[config.mk]
export PLATFORM = sky130hd
export DESIGN_NAME = tex_bank_mapper
export DESIGN_NICKNAME = d
export VERILOG_FILES = /design/src/rtl/tex_bank_pkg.sv /design/src/rtl/mip_lvl_tap.sv /design/src/rtl/pp_toggle.sv /design/src/rtl/tex_bank_mapper.sv
export SDC_FILE = /design/constraint.sdc
export NUM_CORES = 1
export LEC_CHECK = 0
export ABC_CLOCK_PERIOD_IN_PS = 1670
export CAP_MARGIN = 0
export CORE_MARGIN = 4
export CORE_UTILIZATION = 50
export CTS_BUF_LIST = sky130_fd_sc_hd__clkbuf_8 sky130_fd_sc_hd__clkbuf_16
export CTS_CLUSTER_DIAMETER = 50
export DETAILED_ROUTE_END_ITERATION = 8
export DONT_BUFFER_PORTS = 1
export PLACE_DENSITY = 0.71
export SYNTH_ARGS = -nofsm -noshare
export SYNTH_HDL_FRONTEND = slang
export SYNTH_HIERARCHICAL = 1
export SYNTH_SLANG_ARGS = --single-unit
[constraint.sdc]
create_clock -name clk_i -period 1.67 [get_ports clk_i]
set_input_delay 0.167 -clock clk_i [delete_from_list [all_inputs] [get_ports clk_i]]
set_output_delay 0.167 -clock clk_i [all_outputs]
set_load 0.005 [all_outputs]
[src/rtl/tex_bank_pkg.sv]
package tex_bank_pkg;
  localparam int unsigned NUM_BANKS = 8;
  localparam int unsigned NUM_TAPS  = 2;  // fine and coarse level

  function automatic logic [2:0] bank_of(input logic panel, input logic row_par,
                                         input logic col_par);
    return {panel, row_par, col_par};
  endfunction
endpackage

[src/rtl/mip_lvl_tap.sv]
// Footprint addresses for one level: half indices per parity, plus level offset.
module mip_lvl_tap #(
  parameter int MAP_LG = 8,
  parameter int LVL_W  = 4,
  parameter int ROW_W  = 10,
  parameter int COL_W  = 10
) (
  input  logic [LVL_W-1:0]           lvl_i,
  input  logic [MAP_LG-1:0]          u_i,
  input  logic [MAP_LG-1:0]          v_i,
  input  logic [ROW_W-1:0]           base_row_i,
  input  logic [COL_W-1:0]           base_col_i,
  output logic [1:0][ROW_W-1:0]      row_o,
  output logic [1:0][COL_W-1:0]      col_o
);
  localparam int CW = MAP_LG + 1;
  localparam logic [CW-1:0] FULL = CW'(1) << MAP_LG;

  logic [CW-1:0] size_w, last_w, lim_w, pu, pv, u_ext, v_ext;
  logic [CW-1:0] hu_lo, hv_lo, col_off;

  always_comb begin
    size_w  = FULL >> lvl_i;
    last_w  = size_w - CW'(1);
    lim_w   = last_w >> 1;
    u_ext   = {1'b0, u_i};
    v_ext   = {1'b0, v_i};
    pu      = (u_ext > last_w) ? last_w : u_ext;
    pv      = (v_ext > last_w) ? last_w : v_ext;
    // even member of the pair is p or p+1; keep it inside the level
    hu_lo   = ((pu + CW'(1)) >> 1) > lim_w ? lim_w : ((pu + CW'(1)) >> 1);
    hv_lo   = ((pv + CW'(1)) >> 1) > lim_w ? lim_w : ((pv + CW'(1)) >> 1);
    col_off = FULL - size_w;
    row_o[0] = base_row_i + ROW_W'(hv_lo);
    row_o[1] = base_row_i + ROW_W'(pv >> 1);
    col_o[0] = base_col_i + COL_W'(col_off + hu_lo);
    col_o[1] = base_col_i + COL_W'(col_off + (pu >> 1));
  end
endmodule

[src/rtl/pp_toggle.sv]
module pp_toggle (
  input  logic clk_i,
  input  logic rst_ni,
  input  logic clr_i,
  input  logic step_i,
  output logic sel_o
);
  always_ff @(posedge clk_i or negedge rst_ni) begin
    if (!rst_ni)     sel_o <= 1'b0;
    else if (clr_i)  sel_o <= 1'b0;
    else if (step_i) sel_o <= ~sel_o;
  end
endmodule

[src/rtl/tex_bank_mapper.sv]
module tex_bank_mapper
  import tex_bank_pkg::*;
#(
  parameter int MAP_LG = 8,
  parameter int LVL_W  = 4,
  parameter int ROW_W  = 10,
  parameter int COL_W  = 10
) (
  input  logic                        clk_i,
  input  logic                        rst_ni,
  input  logic                        clr_i,
  input  logic                        req_valid_i,
  output logic                        req_ready_o,
  input  logic [LVL_W-1:0]            req_lvl_i,
  input  logic [MAP_LG-1:0]           req_u_i,
  input  logic [MAP_LG-1:0]           req_v_i,
  input  logic [ROW_W-1:0]            req_base_row_i,
  input  logic [COL_W-1:0]            req_base_col_i,
  input  logic                        req_odd_i,
  input  logic                        req_repl_i,
  output logic                        out_valid_o,
  input  logic                        out_ready_i,
  output logic [NUM_BANKS*ROW_W-1:0]  out_row_o,
  output logic [NUM_BANKS*COL_W-1:0]  out_col_o,
  output logic [NUM_BANKS-1:0]        out_ibank_o
);
  localparam int LVL_MAX = MAP_LG - 1;

  logic                                 accept;
  logic                                 pp_q;
  logic [LVL_W-1:0]                     lvl_fine;
  logic [NUM_TAPS-1:0][LVL_W-1:0]       lvl_tap;
  logic [NUM_TAPS-1:0]                  panel;
  logic [NUM_TAPS-1:0][1:0][ROW_W-1:0]  tap_row;
  logic [NUM_TAPS-1:0][1:0][COL_W-1:0]  tap_col;
  logic [NUM_BANKS-1:0][ROW_W-1:0]      row_nxt, row_q;
  logic [NUM_BANKS-1:0][COL_W-1:0]      col_nxt, col_q;
  logic [NUM_BANKS-1:0]                 ib_nxt, ib_q;
  logic                                 valid_q;

  assign req_ready_o = ~valid_q | out_ready_i;
  assign accept      = req_valid_i & req_ready_o;
  assign lvl_fine    = (req_lvl_i > LVL_W'(LVL_MAX)) ? LVL_W'(LVL_MAX) : req_lvl_i;

  for (genvar k = 0; k < NUM_TAPS; k++) begin : g_tap
    assign lvl_tap[k] = lvl_fine + LVL_W'(k);
    assign panel[k]   = lvl_tap[k][0] ^ req_odd_i;

    mip_lvl_tap #(
      .MAP_LG(MAP_LG), .LVL_W(LVL_W), .ROW_W(ROW_W), .COL_W(COL_W)
    ) u_tap (
      .lvl_i      (lvl_tap[k]),
      .u_i        (req_u_i >> k),
      .v_i        (req_v_i >> k),
      .base_row_i (req_base_row_i),
      .base_col_i (req_base_col_i),
      .row_o      (tap_row[k]),
      .col_o      (tap_col[k])
    );
  end

  // scatter the 2x2 footprint of each level onto its panel's four banks
  always_comb begin
    row_nxt = '0;
    col_nxt = '0;
    ib_nxt  = '0;
    for (int k = 0; k < NUM_TAPS; k++) begin
      for (int rp = 0; rp < 2; rp++) begin
        for (int cp = 0; cp < 2; cp++) begin
          row_nxt[bank_of(panel[k], 1'(rp), 1'(cp))] = tap_row[k][rp];
          col_nxt[bank_of(panel[k], 1'(rp), 1'(cp))] = tap_col[k][cp];
          ib_nxt[bank_of(panel[k], 1'(rp), 1'(cp))]  = req_repl_i & (pp_q ^ panel[k]);
        end
      end
    end
  end

  pp_toggle u_pp (
    .clk_i  (clk_i),
    .rst_ni (rst_ni),
    .clr_i  (clr_i),
    .step_i (accept & req_repl_i),
    .sel_o  (pp_q)
  );

  always_ff @(posedge clk_i or negedge rst_ni) begin
    if (!rst_ni) begin
      valid_q <= 1'b0;
      row_q   <= '0;
      col_q   <= '0;
      ib_q    <= '0;
    end else if (accept) begin
      valid_q <= 1'b1;
      row_q   <= row_nxt;
      col_q   <= col_nxt;
      ib_q    <= ib_nxt;
    end else if (out_ready_i) begin
      valid_q <= 1'b0;
    end
  end

  assign out_valid_o = valid_q;
  assign out_row_o   = row_q;
  assign out_col_o   = col_q;
  assign out_ibank_o = ib_q;
endmodule

== After elaboration in Yosys (flattened, before gate mapping) ==
Index checks and enable logic that the tools add are counted.
Cells by class
  add/subtract/negate cells: 21
  magnitude comparators: 25
  shift-type cells: 2
  multiplexer cells: 66
  bitwise gates (word level): 14
  reduce and logical (&&, ||, !) cells: 10
Operator list (number)
  $bwmux 80: 14
  $and 80x50->80: 2
  $demux 10 s1: 8
  $mux 10: 8
  $bwmux 8: 7
  $add 10x10->10: 4
  $add 9x1->9 const B: 4
  $mux 9: 4
  $gt 8x8->1: 4
  $lt 3x4->1 const B: 8
  $mux 8: 4
  $ge 3x1->1 const B: 8
  $add 10x8->10: 2
  $add 10x9->10: 2
  $add 9x8->10: 2
  $add 9x9->10: 2
  $gt 7x9->1: 2
  $gt 8x9->1: 2
  $shr 9x4->9 const A: 2
  $sub 9x1->9 const B: 2
  $sub 9x9->9 const A: 2
  $mux 1: 12
  $and 8x5->8: 1
  $demux 1 s1: 8
  other kinds (9): 24
Storage, ports and cells
  register bits after elaboration: 170
  bits of input ports: 47
  output and inout bits: 170
  word-level logic and storage cells: 157

== Logic depth before layout (Yosys ltp) ==
  depth after elaboration: 19
  depth in mapped cells: 49
  gate-level depth less buffers: 44

== Hierarchy ==
The synthesis kept the hierarchy.
By module, submodules not included
  tex_bank_mapper: times used 1, cells each 592, area an instance 5734.2 µm², sequential area each 2077.0 µm²
  mip_lvl_tap (g_tap[1].u_tap): times used 1, cells each 477, area an instance 3574.7 µm², sequential area each 0.0 µm²
  mip_lvl_tap (g_tap[0].u_tap): times used 1, cells each 470, area an instance 3445.8 µm², sequential area each 0.0 µm²
  pp_toggle: times used 1, cells each 3, area an instance 37.5 µm², sequential area each 25.0 µm²

== Least setup slack after synthesis ==
OpenSTA, ideal clock, no wires.
  path kind: in2reg
  from: in req_lvl_i[1]
  to: reg col_q, in the netlist out_col_o[69]
  setup time: 0.080 ns
  data arrival time: 8.787 ns
  required time: 1.590 ns
  setup slack: -7.197 ns
  stages: 48
  path buffers: 5
  path through: or2_2 -> ha_1 -> xor2_1 -> buf_6 -> or4b_1 -> buf_2 -> inv_2 -> a21oi_1 -> inv_1 -> ha_1 -> and3_1 -> and3b_1 -> o31ai_1 -> o21ai_1 -> nand3_1 -> clkbuf_1 -> clkbuf_1 -> nand2_1 -> (+12 left out) -> o311ai_0 -> nand2_1 -> o21ai_2 -> mux2i_1 -> fa_1 -> inv_1 -> ha_1 -> fa_1 -> a21oi_1 -> nor2_1 -> nor2_1 -> o21bai_1 -> a21oi_1 -> o21bai_1 -> a21oi_1 -> xnor2_1 -> o2111ai_1 -> o211ai_2
RTL lines
  start: declaration: line tex_bank_mapper.sv:14  | input logic [LVL_W-1:0] req_lvl_i,
  end signal: assignment: line tex_bank_mapper.sv:95  | col_q <= col_nxt;
  end: declaration: line tex_bank_mapper.sv:37  | logic [NUM_BANKS-1:0][COL_W-1:0] col_nxt, col_q;

==> out/results.tsv <==
stage	metric	value	unit
critical_path	FF-to-FF path depth	5	
critical_path	worst r2r dst	out_col_o[68]	
status	status	complete, but fails checks	
sta	slew margin rel.	47.1	%
critical_path	crit-path leading delay family	compound AO/OA/AOI/OAI gates	
critical_path	critical path type	in2reg	
floorplanning	core area	0.0252	sq mm
floorplanning	row cnt	58	
critical_path	reg2reg start	out_valid_o	
finish	footprint of the multi-input gates	0.0104	sq mm
critical_path	CP Capture Type	flop	
yosys	Netlist cell types	87	
floorplanning	Die H	168	microns
routing	final WL	48000	microns
placed_design	gpl congestion	0.976	
yosys	yosys warns	6	
sta	FMAX	143	MHz
critical_path	CP dominant cell by count	a21oi_2	
grt	vias in the first global route	12448	
hold_path	Min-Delay Path Class	in2async	
pwr	Combinational Power Share	74.0	%
finish	Synth-to-Final Area Change	34.2	%
yosys	Avg Cell Area, Syn	8.30	sq um
finish	filler cell count	1886	
routing	Post-route DRC	0	
routing	antenna viol nets, final	0	
yosys	Synth area leader	dfrtp_1	
critical_path	Critical Path RT	1.94	ns
pwr	P per Cell Area	1390	mW/mm^2
status	failing checks	hold timing, setup timing	
sta	fin crit period	7.02	ns
sta	Worst Tran Pin Value	0.794	ns
finish	Nets	1994	
clocking	clock slew at reported path FFs	0.07	ns
floorplanning	die width	168	microns
sta	Fin Setup TNS	-326.48	ns
routing	vias after detailed routing	13125	
critical_path	R2R Setup Slk	0.14	ns
sta	Hold Vio Cnt, Final	84	
sta	final worst-path setup slack	-5.35	ns
grt	pin count of the biggest net entering global routing	160	
pwr	Net Sw Frac	45.6	%
sta	RSZ-0062 raised after global routing	yes	
yosys	EDFF count, synth	0	
critical_path	Worst path max stage delay	0.53	ns
yosys	Main synth FF type	dfrtp_1	
critical_path	crit path launch type	primary input	
sta	setup violators final	80	
placed_design	Placement Setup Slack	-5.94	ns
yosys	top cell type's share of synthesized area	16.4	%
pwr	leak pwr	7.94	nW
sta	Fin Hold WS	-0.491	ns
finish	Reg area	0.00210	sq mm
grt	initial antenna violation count	0	
routing	Detailed Route Iter0 Violations	1437	
yosys	#FFs+latches synth	84	
clocking	CTS tree	yes	
critical_path	Slowest-stage cell, CP	or4b_4	
finish	share of layout cells above drive strength 1	41.9	%
routing	vias per inst	6.17	
critical_path	Worst EP arrival	7.28	ns
floorplanning	Starting Density	50.8	%
routing	1st-pass router iterations	5	
yosys	Mapped Area	0.0128	sq mm
yosys	synth top area cells	dfrtp_1, ha_1, o211ai_2, fa_1, o2111ai_1	
routing	wire per inst	22.6	microns
pwr	Flop pwr share	17.3	%
clocking	latest clock arrival within the worst-skew pair	0.35	ns
clocking	H-tree levels	3	
clocking	Sinks on Clock Net	84	
critical_path	crit path buf inv count	7	
clocking	total CTS buffers	9	
clocking	Clock Path Buffers	2	
yosys	async set-or-reset flop fraction in the synthesized netlist	100	%
flow_run	max cap viols	0	
clocking	CTS Hold Bufs	3	
clocking	clk root buf	clkbuf_16	
grt	total track usage	31.1	%
sta	fin crit share	420	%
pwr	Peak VDD IR	0.000867	V
grt	total gr overflow	0	
pwr	internal power	13.0	mW
floorplanning	# IOs	217	
sta	Slew Viols, Final	0	
sta	clock skew	0.00832	ns
placed_design	detailed placement HPWL	34700	microns
placed_design	IO Port Bufs	0	
grt	first-pass GRT wire length	70300	microns
floorplanning	Die ar.	0.0282	sq mm
finish	n_diodes	0	
yosys	sequential element share of the synthesized area	16.4	%
yosys	Synth Instances	1542	
pwr	Clk pwr share	8.7	%
pwr	net switching power	10.9	mW
critical_path	Max FO, Critical Path	6	
-- kinds of logic (layout without fill, tap and decap cells) --
family	Yosys count	count (layout)	synth area share (%)
AND/OR/NAND/NOR	320	320	12.6
adder cells (fa/ha/maj)	157	157	17.7
flip-flops	84	84	16.4
XOR/XNOR	93	93	6.37
buffers and inverters	346	583	13.6
other	5	22	0.147
AO/OA/AOI/OAI	498	498	29.8
multiplexers	39	39	3.35
-- stage by stage --
step           area (sq um)  hold WS [ns]  power [mW]  std cells  utilization (%)
6_report              17200        -0.491        23.9       2126             68.2
3_3_place_gp          15100        -0.124        17.4       2037             59.9
2_1_floorplan         13200        -0.129        13.0       1559                -
5_1_grt               17200        -0.501        25.3       2126             68.2
3_5_place_dp          15100        -0.125        17.8       2037             59.9
4_1_cts               16100        -0.491        21.5       2077             64.0
-- Yosys cell counts (all sizes together), types with 6 or more instances --
library cell,number
a211oi,9
a21o,19
a21oi,86
a31oi,9
and2,7
and3,18
buf,117
clkbuf,77
dfrtp,84
fa,40
ha,115
inv,151
mux2,13
mux2i,26
nand2,44
nand2b,8
nand3,109
nand4,7
nor2,71
nor2b,15
nor3,14
o2111ai,81
o211ai,83
o21a,11
o21ai,125
o21bai,30
or2,6
or3,6
xnor2,66
xor2,27
-- what timing repair did --
item	in CTS	in global routing
buffers inserted	25	52
gates resized for setup	105	130
hold endpoints to repair	92	84
pin swaps	67	85
setup endpoints to repair	80	80
-- worst max path at each step --
stage | startpoint | endpoint | slack, ns | cells after the start
after floorplan | req_lvl_i[3] | out_col_o[29] | -6.22 | 49
after global placement | req_lvl_i[3] | out_col_o[29] | -5.70 | 44
after detailed placement | req_lvl_i[3] | out_col_o[29] | -5.94 | 44
after CTS | req_lvl_i[3] | out_col_o[29] | -5.15 | 44
after global routing | req_lvl_i[3] | out_col_o[28] | -5.68 | 43
final | req_lvl_i[3] | out_col_o[28] | -5.35 | 41
-- state kept, by name, summed over array words and instances, names as in the netlist --
| signal | flops |
|---|---|
| u_pp/sel_o | 1 |
| out_row_o | 40 |
| out_valid_o | 1 |
| out_ibank_o | 2 |
| out_col_o | 40 |
-- power by group through the flow --
stage	sequential [mW]	combinational [mW]	clock [mW]
floorplan	3.50	9.46	0
global placement	4.16	13.3	0
detailed placement	4.19	13.7	0
CTS	4.15	15.3	2.05
global route	4.29	18.8	2.15
finish	4.14	17.7	2.07
-- area by class of cell --
| type | instances | area share, % |
|---|---|---|
| multi-input cells | 1129 | 60.6 |
| repair buffers | 416 | 19.6 |
| clock buffers | 10 | 1.39 |
| flip-flops and latches | 84 | 12.2 |
| well taps | 330 | 2.40 |
| clock inverters | 5 | 0.313 |
| inverters | 152 | 3.38 |
-- metal layers --
layer  track usage [%]  up-vias  routed length (microns)
li1                  -     5992                        -
met1              41.1     6307                    19100
met2              50.9      670                    22400
met3              4.79      156                     3700
met4              12.8        0                     2820
met5                 0        -                        0
-- worst reg2reg max path: cells and delay by family (launching register included) --
family / cells / cell delay [ns]
compound gates: 1 / 0.16
buf+inv: 2 / 0.59
flops: 1 / 0.40
simple gates: 2 / 0.30
-- layout by cell type, fill, tap and decap left out, drive strengths merged, types with 66 or more instances in the layout --
cell,netlist,final
a21oi,86,86
buf,117,413
dfrtp,84,84
ha,115,115
inv,151,152
nand3,109,109
nor2,71,71
o2111ai,81,81
o211ai,83,83
o21ai,125,125
xnor2,66,66
(Power assumes the default switching activity.)
